`config.mk`:
```
export PLATFORM = sky130hd
export DESIGN_NAME = npc_delay_slot
export DESIGN_NICKNAME = d
export VERILOG_FILES = /design/src/rtl/npc_pkg.sv /design/src/rtl/npc_resolve.sv /design/src/rtl/npc_target.sv /design/src/rtl/npc_delay_slot.sv
export SDC_FILE = /design/constraint.sdc
export NUM_CORES = 1
export LEC_CHECK = 0
export ABC_AREA = 1
export CAP_MARGIN = 0
export CORE_MARGIN = 8
export CORE_UTILIZATION = 35
export DETAILED_ROUTE_END_ITERATION = 12
export SKIP_LAST_GASP = 1
export SYNTH_ARGS = -nofsm -noshare
export SYNTH_HDL_FRONTEND = slang
export SYNTH_SLANG_ARGS = --single-unit
```
`constraint.sdc`:
```
create_clock -name clk -period 3.7 [get_ports clk]
set_input_delay 0.555 -clock clk [delete_from_list [all_inputs] [get_ports clk]]
set_output_delay 0.555 -clock clk [all_outputs]
set_load 0.005 [all_outputs]
```
`src/rtl/npc_pkg.sv`:
```
// Package npc_pkg
// Shared encodings for the delayed-branch next-PC unit.
// Assumes a 3-bit transfer-kind field; codes above XF_JREG act as no transfer.
package npc_pkg;

    typedef enum logic [2:0] {
        XF_NONE = 3'd0,
        XF_BNE  = 3'd1,
        XF_BZ   = 3'd2,
        XF_JMP  = 3'd3,
        XF_JAL  = 3'd4,
        XF_JREG = 3'd5
    } xfer_e;

    typedef enum logic [1:0] {
        TS_REL = 2'd0,
        TS_ABS = 2'd1,
        TS_REG = 2'd2
    } tsel_e;

endpackage

```
`src/rtl/npc_resolve.sv`:
```
// Module npc_resolve
// Decodes the transfer kind of the resolving instruction and decides
// whether it is taken, which target form applies and whether it links.
// Assumes operands are already forwarded and valid in this cycle.
module npc_resolve
    import npc_pkg::*;
#(
    parameter int unsigned XLEN = 32
) (
    input  logic [2:0]      kind,
    input  logic [XLEN-1:0] opnd_a,
    input  logic [XLEN-1:0] opnd_b,
    output logic            is_xfer,
    output logic            taken,
    output logic            is_link,
    output tsel_e           tsel
);

    // Combinational decode of the kind code and the branch condition.
    always_comb begin
        is_xfer = 1'b1;
        taken   = 1'b0;
        is_link = 1'b0;
        tsel    = TS_REL;
        case (kind)
            XF_BNE:  taken = (opnd_a != opnd_b);
            XF_BZ:   taken = (opnd_a == '0);
            XF_JMP:  begin taken = 1'b1; tsel = TS_ABS; end
            XF_JAL:  begin taken = 1'b1; tsel = TS_ABS; is_link = 1'b1; end
            XF_JREG: begin taken = 1'b1; tsel = TS_REG; end
            default: is_xfer = 1'b0;
        endcase
    end

endmodule

```
`src/rtl/npc_target.sv`:
```
// Module npc_target
// Forms the redirect address from the delay-slot address, the immediate
// field and a register operand. The selection comes from npc_resolve.
// Assumes word-aligned instructions (two zero bits appended).
module npc_target
    import npc_pkg::*;
#(
    parameter int unsigned XLEN  = 32,
    parameter int unsigned OFF_W = 16,
    parameter int unsigned IDX_W = 26
) (
    input  logic [XLEN-1:0]  slot_addr,
    input  logic [IDX_W-1:0] imm,
    input  logic [XLEN-1:0]  reg_val,
    input  tsel_e            tsel,
    output logic [XLEN-1:0]  target
);

    localparam int unsigned SEXT_W = XLEN - OFF_W - 2;
    localparam int unsigned HI_W   = XLEN - IDX_W - 2;

    logic [XLEN-1:0] rel_tgt;
    logic [XLEN-1:0] abs_tgt;
    logic [XLEN-1:0] rel_ofs;

    // Sign-extend the word offset and add it to the slot address.
    always_comb begin
        rel_ofs = {{SEXT_W{imm[OFF_W-1]}}, imm[OFF_W-1:0], 2'b00};
        rel_tgt = slot_addr + rel_ofs;
        abs_tgt = {slot_addr[XLEN-1 -: HI_W], imm, 2'b00};
    end

    // Pick the target form requested by the decoder.
    always_comb begin
        case (tsel)
            TS_ABS:  target = abs_tgt;
            TS_REG:  target = reg_val;
            default: target = rel_tgt;
        endcase
    end

endmodule

```
`src/rtl/npc_delay_slot.sv`:
```
// Module npc_delay_slot (top)
// Program counter with one architectural delay slot. The instruction
// fetched in the previous accepted cycle is resolved now, while its
// delay slot is being fetched. A taken transfer loads the PC for the next
// cycle, so the slot is never squashed. Transfers inside a slot are ignored.
// Assumes the core supplies decoded kind/operands of the resolving
// instruction every cycle, and holds them stable across a stall.
module npc_delay_slot
    import npc_pkg::*;
#(
    parameter int unsigned     XLEN      = 32,
    parameter int unsigned     OFF_W     = 16,
    parameter int unsigned     IDX_W     = 26,
    parameter int unsigned     REG_W     = 5,
    parameter int unsigned     LINK_REG  = 31,
    parameter logic [XLEN-1:0] BOOT_ADDR = 32'h0040_0000
) (
    input  logic             clk,
    input  logic             rst_n,
    input  logic             stall,
    input  logic [2:0]       xfer_kind,
    input  logic [XLEN-1:0]  opnd_a,
    input  logic [XLEN-1:0]  opnd_b,
    input  logic [IDX_W-1:0] imm_field,
    output logic [XLEN-1:0]  fetch_addr,
    output logic             link_we,
    output logic [REG_W-1:0] link_idx,
    output logic [XLEN-1:0]  link_data
);

    localparam logic [XLEN-1:0] INSN_B = XLEN'(4);

    logic [XLEN-1:0] pc_q;
    logic [XLEN-1:0] res_pc_q;
    logic            res_vld_q;
    logic            in_slot_q;

    logic            is_xfer;
    logic            taken;
    logic            is_link;
    tsel_e           tsel;
    logic [XLEN-1:0] slot_addr;
    logic [XLEN-1:0] tgt;
    logic            act;
    logic            redirect;
    logic [XLEN-1:0] pc_nxt;

    npc_resolve #(.XLEN(XLEN)) u_resolve (
        .kind    (xfer_kind),
        .opnd_a  (opnd_a),
        .opnd_b  (opnd_b),
        .is_xfer (is_xfer),
        .taken   (taken),
        .is_link (is_link),
        .tsel    (tsel)
    );

    npc_target #(.XLEN(XLEN), .OFF_W(OFF_W), .IDX_W(IDX_W)) u_target (
        .slot_addr (slot_addr),
        .imm       (imm_field),
        .reg_val   (opnd_a),
        .tsel      (tsel),
        .target    (tgt)
    );

    // Next-PC selection: redirect only for a real, non-slot, taken transfer.
    always_comb begin
        slot_addr = res_pc_q + INSN_B;
        act       = res_vld_q && !in_slot_q;
        redirect  = act && taken;
        pc_nxt    = redirect ? tgt : (pc_q + INSN_B);
    end

    // PC, resolve-stage address and slot marker advance on accepted cycles.
    always_ff @(posedge clk) begin
        if (!rst_n) begin
            pc_q      <= BOOT_ADDR;
            res_pc_q  <= '0;
            res_vld_q <= 1'b0;
            in_slot_q <= 1'b0;
        end else if (!stall) begin
            pc_q      <= pc_nxt;
            res_pc_q  <= pc_q;
            res_vld_q <= 1'b1;
            in_slot_q <= act && is_xfer;
        end
    end

    // Output drive: fetch address and single-cycle link request.
    always_comb begin
        fetch_addr = pc_q;
        link_we    = rst_n && !stall && act && is_link;
        link_idx   = REG_W'(LINK_REG);
        link_data  = res_pc_q + (INSN_B << 1);
    end

    // ---------------- assertions ----------------
    p_stall_hold_r9: assert property (@(posedge clk) disable iff (!rst_n)
        stall |=> fetch_addr == $past(fetch_addr));

    p_stall_nolink_r9: assert property (@(posedge clk) disable iff (!rst_n)
        stall |-> !link_we);

    p_seq_step_r2: assert property (@(posedge clk) disable iff (!rst_n)
        (!stall && !redirect) |=> fetch_addr == $past(fetch_addr) + INSN_B);

    p_slot_fetched_r3: assert property (@(posedge clk) disable iff (!rst_n)
        (act && is_xfer) |-> fetch_addr == res_pc_q + INSN_B);

    p_redirect_r4: assert property (@(posedge clk) disable iff (!rst_n)
        (!stall && redirect) |=> fetch_addr == $past(tgt));

    p_link_once_r7: assert property (@(posedge clk) disable iff (!rst_n)
        link_we |=> !link_we);

    p_link_value_r7: assert property (@(posedge clk) disable iff (!rst_n)
        link_we |-> (link_data == fetch_addr + INSN_B) && (link_idx == REG_W'(LINK_REG)));

    p_slot_ignored_r10: assert property (@(posedge clk) disable iff (!rst_n)
        (!stall && in_slot_q) |=> fetch_addr == $past(fetch_addr) + INSN_B);

endmodule

```
Yosys cells after proc, flatten, opt, wreduce, memory -nomap -nowiden
Index checks and enable logic that the tools add are counted.
{"block": "totals", "wordCells": 34, "out_inout_bits": 70, "regBits": 66}
{"block": "classes", "n_reduce_logical": 12, "n_eq_ne": 8, "mux": 6, "add_sub_neg": 4}
{"op": "$add A32 B3 Y32 const B", "count": 2}
{"op": "$pmux W32 S2", "count": 1}
{"op": "$add A32 B32 Y32", "count": 1}
{"op": "$add A32 B4 Y32 const B", "count": 1}
{"op": "$logic_not A32 Y1", "count": 1}
{"op": "$mux W32", "count": 1}
{"op": "$ne A32 B32 Y1", "count": 1}
{"op": "$eq A3 B2 Y1 const B", "count": 2}
{"op": "$eq A3 B3 Y1 const B", "count": 2}
{"op": "$logic_and A1 B1 Y1", "count": 6}
{"op": "$reduce_or A5 Y1", "count": 1}
{"op": "$pmux W2 S2", "count": 1}
{"op": "$eq A3 B1 Y1 const B", "count": 1}
{"op": "$pmux W1 S3", "count": 1}
{"op": "$reduce_or A3 Y1", "count": 1}
{"op": "$eq A2 B1 Y1 const B", "count": 1}
{"op": "$eq A2 B2 Y1 const B", "count": 1}
{"op": "$logic_not A1 Y1", "count": 2}
{"op": "$mux W1", "count": 2}
{"op": "$reduce_or A2 Y1", "count": 1}

Depth between registers and ports, before layout
Gate-level depths: netlist of the first run.
{"block": "depth", "depth_word": 6, "mapped_depth": 28}

By module
From an unflattened synthesis of the first run, not the netlist that was laid out.
{"block": "unflattened", "cells_unflattened": 1435, "area_unflattened_um2": 8064.0}
{"mod": "npc_delay_slot", "cells_each": 747, "area_each_um2": 4668.2, "seq_area_each_um2": 1321.3, "n_inst": 1}
{"mod": "npc_target", "cells_each": 560, "area_each_um2": 2746.4, "seq_area_each_um2": 0.0, "n_inst": 1}
{"mod": "npc_resolve", "cells_each": 128, "area_each_um2": 649.4, "seq_area_each_um2": 0.0, "n_inst": 1}

Least setup slack after synthesis of the first run
OpenSTA, ideal clock, no wires.
{"block": "synth_path", "path_kind": "register to register", "start": "reg res_pc_q[4]", "end": "reg pc_q[29], in the netlist fetch_addr[29]", "period_less_slack_ns": 2.990, "arrival_time_ns": 2.881, "slack_ns": 0.710, "setup_time_ns": 0.109, "stages_incl_launch_ff": 27, "required_ns": 3.591, "cell_sequence": "dfxtp_1 > ha_1 > inv_1 > nor2_2 > inv_2 > nor2_4 > inv_2 > nor2_4 > nand2_2 > nor2_1 > xor2_1 > mux2i_1 > inv_1 > ha_1 > nand2_1 > nor2_1 > inv_1 > nor4_1 > nand2_1 > nand2_1 > nand2_1 > nand3_1 > nand2_1 > nand2_1 > nand3_1 > nand2_1 > inv_1"}
{"block": "synth_via", "elab_chain_len": 4}
{"item": "start, declared", "line_no": "npc_delay_slot.sv:34", "text": "logic [XLEN-1:0] res_pc_q;"}
{"item": "start signal, assigned", "line_no": "npc_delay_slot.sv:83", "text": "res_pc_q <= pc_q;"}
{"item": "$add A32 B3 Y32 (*)", "line_no": "npc_delay_slot.sv:68", "text": "slot_addr = res_pc_q + INSN_B;"}
{"item": "$add A32 B32 Y32", "line_no": "npc_target.sv:29", "text": "rel_tgt = slot_addr + rel_ofs;"}
{"item": "$pmux W32 S2 (*)", "line_no": "npc_target.sv:35", "text": "case (tsel)"}
{"item": "$mux W32 (*)", "line_no": "npc_delay_slot.sv:71", "text": "pc_nxt = redirect ? tgt : (pc_q + INSN_B);"}
{"item": "end signal, assigned", "line_no": "npc_delay_slot.sv:82", "text": "pc_q <= pc_nxt;"}
{"item": "end, declared", "line_no": "npc_delay_slot.sv:33", "text": "logic [XLEN-1:0] pc_q;"}
Mark *: on every way between the ends. The rest lies on a longest branch, timed or not.
A chain may end at the register's enable or synchronous reset.

Worst setup path in the final report of the first run
{"block": "layout_path", "start": "reg res_pc_q[3]", "end": "reg pc_q[21], in the netlist fetch_addr[21]"}
{"block": "layout_via", "elab_chain_len": 4}
{"item": "$add A32 B3 Y32", "line_no": "npc_delay_slot.sv:68"}
{"item": "$add A32 B32 Y32", "line_no": "npc_target.sv:29"}
{"item": "$pmux W32 S2", "line_no": "npc_target.sv:35"}
{"item": "$mux W32", "line_no": "npc_delay_slot.sv:71"}
No other way between the ends.

==> results by group, run 1 <==
Status
  • Status: complete, no violations

Pwr
  • Leak: 4.36 nW
  • Combinational share of power: 0.376
  • Part of the power in registers: 0.316
  • Power Density: 272 nW/um2
  • Clock network power share: 0.308
  • Net Sw Frac: 0.365
  • Switch Pwr: 0.000981 W
  • Internal power: 0.00171 W
  • Pwr Total: between 0.002 and 0.003 W
  • Peak supply drop: 0.174 mV

Clock tree
  • PostCTS Resize Cnt: 0
  • Setup Fix Bufs, Post-CTS: 0
  • Hold buffers post-CTS: 0
  • TritonCTS clock tree: built
  • Root Driver: clkbuf_16
  • Worst skew pair latency: 0.33 ns
  • Clock transition at path regs: 0.06 ns
  • Htree depth: 3
  • Total CTS buffers: 9
  • Max Buffers Root-to-Sink: 2
  • Clk sinks: between 60 and 70

STA
  • Clock skew: ~0.007 ns
  • Setup violations, final: 0
  • Max Clock Freq: 291 MHz
  • Worst-case headroom to the max-slew limit: 0.526
  • Final Hold Viols: 0
  • RSZ-0062 raised after global routing: true
  • Max-slew violation count: 0
  • Worst slew pin tran: about 0.7 ns
  • Final period utilization: 0.930
  • Final Critical Period: 3.44 ns

Place
  • Gpl congestion: 1.01
  • Dpl hpwl: 25800 um
  • DP Cell Count: about 1.7k
  • IO Port Bufs: between 150 and 200

Yosys
  • Register area share after synthesis: 0.173
  • Yosys warning total: 0
  • Flops & latches, synth: between 60 and 70
  • Syn Std Cell Area: 7630 um2
  • Synth Instances: 1284
  • Post-synthesis async set-or-reset flop share: 0
  • Distinct cells, synth: 49
  • Post-synth EDFFs: 0
  • Most used DFF post-synth: dfxtp_1
  • Mean post-synth cell area: 5.94 um2

Detailed routing
  • DR pass1 iterations: 5
  • DR DRC count: 0
  • Routed length per instance: 18.2 um
  • Vias: 8868
  • Final ANT Viol Nets: 0
  • WL final: 31300 um
  • Drt first-iter violations: 741
  • Number of vias per cell: 5.15

Worst setup path
  • Crit path kind: reg -> reg
  • Crit Path Max Fanout: 4
  • CP max stage delay: 0.42 ns
  • Crit end category: register
  • Worst Reg-to-Reg Cells: 24
  • Crit path launch: res_pc_q[3]
  • Crit-path cells: ha_1 -> inv_1 -> nor2_4 -> inv_2 -> nor2_4 -> inv_2 -> nor2_4 -> nand2_2 -> nor2_1 -> xor2_1 -> mux2i_1 -> inv_1 -> ha_1 -> nand2_2 -> nor2_1 -> nor2_1 -> nand2_1 -> inv_1 -> nand2_1 -> nand2_1 -> nand3_1 -> a21oi_1 -> nor2_1 -> nor2_1
  • Setup crit end: fetch_addr[21]
  • Internal reg-to-reg setup slack: 0.26 ns
  • FF-to-FF Start: res_pc_q[3]
  • Critical path's slowest cell: a21oi_1
  • RR Endpoint: fetch_addr[21]
  • Req. time, crit path: about 4.0 ns
  • Crit path arrival time: 3.71 ns
  • CP Launch Type: register
  • Worst path most repeated cell: nor2_1

Global route
  • Gr usage total: 0.230
  • Grt met3 use: 0.0469
  • Global-route wire length before repair: ~48000 um
  • Vias in the first global route: 8568
  • Largest net degree at the start of global routing: 69
  • Final global-route overflow total: 0
  • Busiest grt layer: met2
  • Met2 layer usage reported by global route: 0.376
  • Initial antenna violation count: 1
  • GRT met1 Usage: 0.299

Layout
  • Area Overhead vs Synth: 29.6%
  • Share of cells above drive strength 1: 0.0659
  • Nets: 1572
  • Non-filler cells, final: 1721
  • Diodes inserted: 0

Floorplanning
  • Rows: 54
  • Initial core utilization: 0.353
  • Die Area: 26800 um2
  • Core region area: 21600 um2
  • Die H: 164 um
  • Die width: 164 um
  • # IOs: 166

Hold path
  • Worst min-delay path category: reg -> reg

Run
  • Max cap viols: 0
-- cell usage in the layout, fill, tap and decap left out, types with 13 or more instances in the layout --
cell / synthesis / final
a21oi_1: 92 / 88
buf_4: 9 / 26
clkdlybuf4s50_1: 0 / 159
dfxtp_1: 66 / 65
ha_1: 39 / 38
inv_1: 128 / 127
nand2_1: 335 / 333
nand3_1: 68 / 67
nand4_1: 15 / 15
nor2_1: 168 / 164
nor2_2: 12 / 13
nor3_1: 22 / 22
nor4_1: 14 / 13
o21ai_0: 93 / 92
xnor2_1: 43 / 42
xor2_1: 68 / 68
-- synthesized netlist by cell type (4+ instances only) --
| cell | number | area [um2] |
|---|---|---|
| nand2_1 | 335 | 1260 |
| nor2_1 | 168 | 631 |
| inv_1 | 128 | 480 |
| o21ai_0 | 93 | 465 |
| a21oi_1 | 92 | 460 |
| nand3_1 | 68 | 340 |
| xor2_1 | 68 | 596 |
| dfxtp_1 | 66 | 1320 |
| xnor2_1 | 43 | 377 |
| ha_1 | 39 | 488 |
| clkbuf_1 | 23 | 86.3 |
| nor3_1 | 22 | 110 |
| nand4_1 | 15 | 93.8 |
| nor4_1 | 14 | 87.6 |
| nor2_2 | 12 | 75.1 |
| buf_4 | 9 | 67.6 |
| a22o_1 | 7 | 61.3 |
| nand2_2 | 6 | 37.5 |
| o21bai_1 | 6 | 45.0 |
| buf_1 | 5 | 18.8 |
| nand3b_1 | 5 | 37.5 |
| buf_2 | 4 | 20.0 |
| buf_6 | 4 | 45.0 |
| clkbuf_2 | 4 | 20.0 |
| nor2_4 | 4 | 45.0 |
| or2_2 | 4 | 25.0 |
-- worst min-delay path by stage --
| stage | from | end | slack (ns) | cells after the start |
|---|---|---|---|---|
| finish | res_vld_q | res_vld_q | 0.47 | 2 |
| global route | res_vld_q | res_vld_q | 0.49 | 2 |
| global placement | res_vld_q | res_vld_q | 0.45 | 2 |
| floorplan | res_vld_q | res_vld_q | 0.43 | 2 |
| CTS | res_vld_q | res_vld_q | 0.47 | 2 |
| detailed placement | res_vld_q | res_vld_q | 0.46 | 2 |
-- sequential cells by signal, indices dropped and copies added (netlist names) --
signal and cells:
in_slot_q 1, res_pc_q 32, fetch_addr 32, res_vld_q 1
-- cell families after synthesis --
family                     count (synthesis)  share of synthesized area
buffers and inverters                    181                     0.0987
AOI/OAI and AO/OA                        217                      0.156
adders and majority gates                 40                     0.0666
and+or+nand+nor                          666                      0.375
muxes                                      2                    0.00262
xor gates and xnor gates                 111                      0.127
DFF                                       66                      0.173
other                                      1                   0.000492
-- worst max-delay path, delay by kind of cell (launching register included) --
kind	cells	cell delay (ns)
AOI/OAI and AO/OA	1	0.42
muxes	1	0.10
adders and majority gates	2	0.48
xor gates and xnor gates	1	0.19
and+or+nand+nor	14	1.41
DFF	1	0.37
buffers and inverters	5	0.41
-- final cells by class --
type / instances / area (um2)
multi-input cells: 1041 / 5640
inverters: 132 / 495
clock buffers: 12 / 267
flip-flops and latches: 66 / 1320
clock inverters: 4 / 25.0
fillers: 2330 / 11700
well taps: 280 / 350
repair buffers: 186 / 1790
-- layer usage --
metal | part of all wire | up-vias
li1 | - | 4440
met1 | 0.46 | 4075
met2 | 0.45 | 303
met3 | 0.069 | 50
met4 | 0.024 | 0
met5 | 0 | -
-- power by group through the flow --
| stage | sequential (W) | clock, W | combinational, W |
|---|---|---|---|
| floorplan | 0.000826 | 0 | 0.000573 |
| global placement | 0.000861 | 0 | 0.000991 |
| detailed placement | 0.000861 | 0 | 0.000987 |
| CTS | 0.000846 | 0.000840 | 0.000993 |
| global route | 0.000855 | 0.000874 | 0.00111 |
| finish | 0.000848 | 0.000828 | 0.00101 |
-- per-stage QoR --
| step | TNS [ns] | setup WS [ns] | instance area (um2) | utilization | hold slack, ns |
|---|---|---|---|---|---|
| 4_1_cts | 0 | 0.0397 | 9820 | 0.454 | 0.466 |
| 2_1_floorplan | 0 | 0.710 | 7640 | - | 0.432 |
| 6_report | 0 | 0.258 | 9890 | 0.457 | 0.471 |
| 5_1_grt | -0.102 | -0.0911 | 9890 | 0.457 | 0.495 |
| 3_5_place_dp | 0 | 0.0654 | 9530 | 0.441 | 0.458 |
| 3_3_place_gp | 0 | 0.102 | 9530 | 0.441 | 0.452 |
Power figures use the tool's default switching activity.
==> run 2: changes to the inputs <==
Clock period 3.7 ns to 3.98 ns, I/O delays scaled along.
==> run 2 against run 1 <==
Combinational power is 9% lower; highest routed layer unchanged; critical path type unchanged; clock power is 2% lower; clock skew is 0.0033 ns lower; fmax is 6.1% lower; cell count is 0.58% lower.
==> results by group, run 2 (synthesis results as in run 1) <==
STA
  • Final Hold Viols: 0 (unchanged)
  • Worst slew pin tran: 0.740 ns (+0.0294 ns)
  • Setup ws final: 0.313 ns (+0.0551 ns)
  • Setup violations, final: 0 (unchanged)
  • Final period utilization: 0.921 (-0.00893)
  • Clock skew: 0.00362 ns (-0.00331 ns)
  • Max-slew violation count: 0 (unchanged)
  • Smallest hold slack: 0.463 ns (-0.00812 ns)
  • Final Critical Period: 3.67 ns (+0.225 ns)
  • Max Clock Freq: 273 MHz (-6.1%)
  • RSZ-0062 raised after global routing: false
  • Setup TNS: 0 ns (unchanged)
  • Worst-case headroom to the max-slew limit: 0.505 (-0.0215)

Layout
  • Commonest non-fill, non-tap cell in the layout: nand2_1
  • Nets: 1563 (-0.57%)
  • Share of cells above drive strength 1: 0.0496 (-0.0163)
  • Commonest cells after routing, fill and taps aside: nand2_1 (335), nor2_1 (167), clkdlybuf4s50_1 (159)
  • # fillers: 2376 (+2.0%)
  • Area Overhead vs Synth: 28.1%
  • Diodes inserted: 0 (unchanged)
  • Non-filler cells, final: 1711 (-0.58%)

Place
  • Gpl congestion: 1.00 (-0.30%)
  • DP Cell Count: 1696 (-0.53%)
  • Dpl hpwl: 25400 um (-1.5%)
  • IO Port Bufs: 160 (unchanged)
  • Post-placement setup slack: 0.322 ns (+0.256 ns)

Detailed routing
  • Routed length per instance: 18.0 um (-0.81%)
  • Drt first-iter violations: 790 (+6.6%)
  • DR pass1 iterations: 5 (unchanged)
  • Number of vias per cell: 5.17 (+0.37%)
  • WL final: 30800 um (-1.4%)
  • Final ANT Viol Nets: 0 (unchanged)
  • DR DRC count: 0 (unchanged)
  • Vias: 8849 (-0.21%)

Pwr
  • Leak: 4.32 nW (-0.96%)
  • Peak supply drop: 0.146 mV (-16%)
  • Power Density: 258 nW/um2 (-5.2%)

Run
  • Max cap viols: 0 (unchanged)

Clock tree
  • Total CTS buffers: 9 (unchanged)
  • Max Buffers Root-to-Sink: 2 (unchanged)
  • Clk sinks: 66 (unchanged)
  • Htree depth: 3 (unchanged)
  • Worst skew pair latency: 0.33 ns (about the same)
  • Root Driver: clkbuf_16
  • Clock transition at path regs: 0.05 ns (about the same)
  • Setup Fix Bufs, Post-CTS: 0 (unchanged)
  • TritonCTS clock tree: built

Worst setup path
  • CP bufs+invs: 5 (unchanged)
  • Crit path kind: reg -> reg
  • Req. time, crit path: 4.26 ns (+0.29 ns)
  • Crit end category: register
  • CP Launch Type: register
  • RR Endpoint: fetch_addr[27]
  • FF-to-FF Start: res_pc_q[4]
  • Crit path arrival time: 3.94 ns (+0.23 ns)
  • Setup crit end: fetch_addr[27]
  • CP Depth: 25 (+4.2%)
  • Crit Path Max Fanout: 5 (+1)
  • CP max stage delay: 0.41 ns (about the same)
  • Internal reg-to-reg setup slack: 0.31 ns (+0.06 ns)
  • Crit path launch: res_pc_q[4]
  • Worst path most repeated cell: nand2_1
  • Top Family by Delay on Critical Path: simple AND/OR/NAND/NOR gates
  • Critical path's slowest cell: dfxtp_1
  • Worst Reg-to-Reg Cells: 25 (+4.2%)

Floorplanning
  • Initial core utilization: 0.353 (unchanged)
  • Core region area: 21600 um2 (unchanged)
  • Die width: 164 um (unchanged)
  • Die H: 164 um (unchanged)
  • # IOs: 166 (unchanged)
  • Rows: 54 (unchanged)
  • Die Area: 26800 um2 (unchanged)

Global route
  • Vias in the first global route: 8458 (-1.3%)
  • Initial antenna violation count: 1 (unchanged)
  • Final global-route overflow total: 0 (unchanged)
  • Largest net degree at the start of global routing: 69 (unchanged)
  • Global-route wire length before repair: 47500 um (-0.99%)
  • Gr usage total: 0.226 (-0.00318)

Hold path
  • Worst min-delay path category: reg -> reg

Status
  • Status: complete, no violations
## run 2: power breakdown
part / total, W / switching [W] / internal (W)
sequential: 0.000785 / 0.0000774 / 0.000708
combinational: 0.000923 / 0.000525 / 0.000399
clock: 0.000809 / 0.000278 / 0.000531
## run 2: how the worst min path moves through the flow
stage | from | end | slack, ns | depth (start not counted)
finish | res_vld_q | res_vld_q | 0.46 | 2
global route | res_vld_q | res_vld_q | 0.51 | 2
global placement | res_vld_q | res_vld_q | 0.45 | 2
floorplan | res_vld_q | res_vld_q | 0.43 | 2
detailed placement | res_vld_q | res_vld_q | 0.45 | 2
CTS | res_vld_q | res_vld_q | 0.46 | 2
## run 2: repair_timing
action / CTS / global route
setup endpoints to repair: 0 / 3
hold buffers: 0 / 0
gates resized for setup: 0 / 3
## run 2: cell type report
cell class | count | area (um2) | area share
tap | 280 | 350 | 0.0359
inverter | 132 | 495 | 0.0507
clock inverter | 2 | 35.0 | 0.00359
timing repair buffer | 177 | 1720 | 0.176
multi-input combinational | 1041 | 5580 | 0.571
clock buffer | 13 | 270 | 0.0277
sequential | 66 | 1320 | 0.135
## run 2: worst min-delay path, cell delays in order (launching register included)
cell and delay [ns]:
dfxtp_1 0.29, inv_1 0.06, a21oi_1 0.06
## run 2: metrics by stage
stage               instance area [um2]  utilization  power, W
finish                             9770        0.452   0.00252
detailed placement                 9460        0.438   0.00171
CTS                                9770        0.452   0.00252
global placement                   9460        0.438   0.00171
global route                       9770        0.452   0.00267
floorplan                          7640            -   0.00130
## run 2: routing by layer
layer / up-vias / wire length [um] / GRT usage
li1: 4439 / - / -
met1: 4082 / 13900 / 0.307
met2: 291 / 14100 / 0.365
met3: 37 / 2130 / 0.0277
met4: 0 / 715 / 0.0723
met5: - / 0 / 0
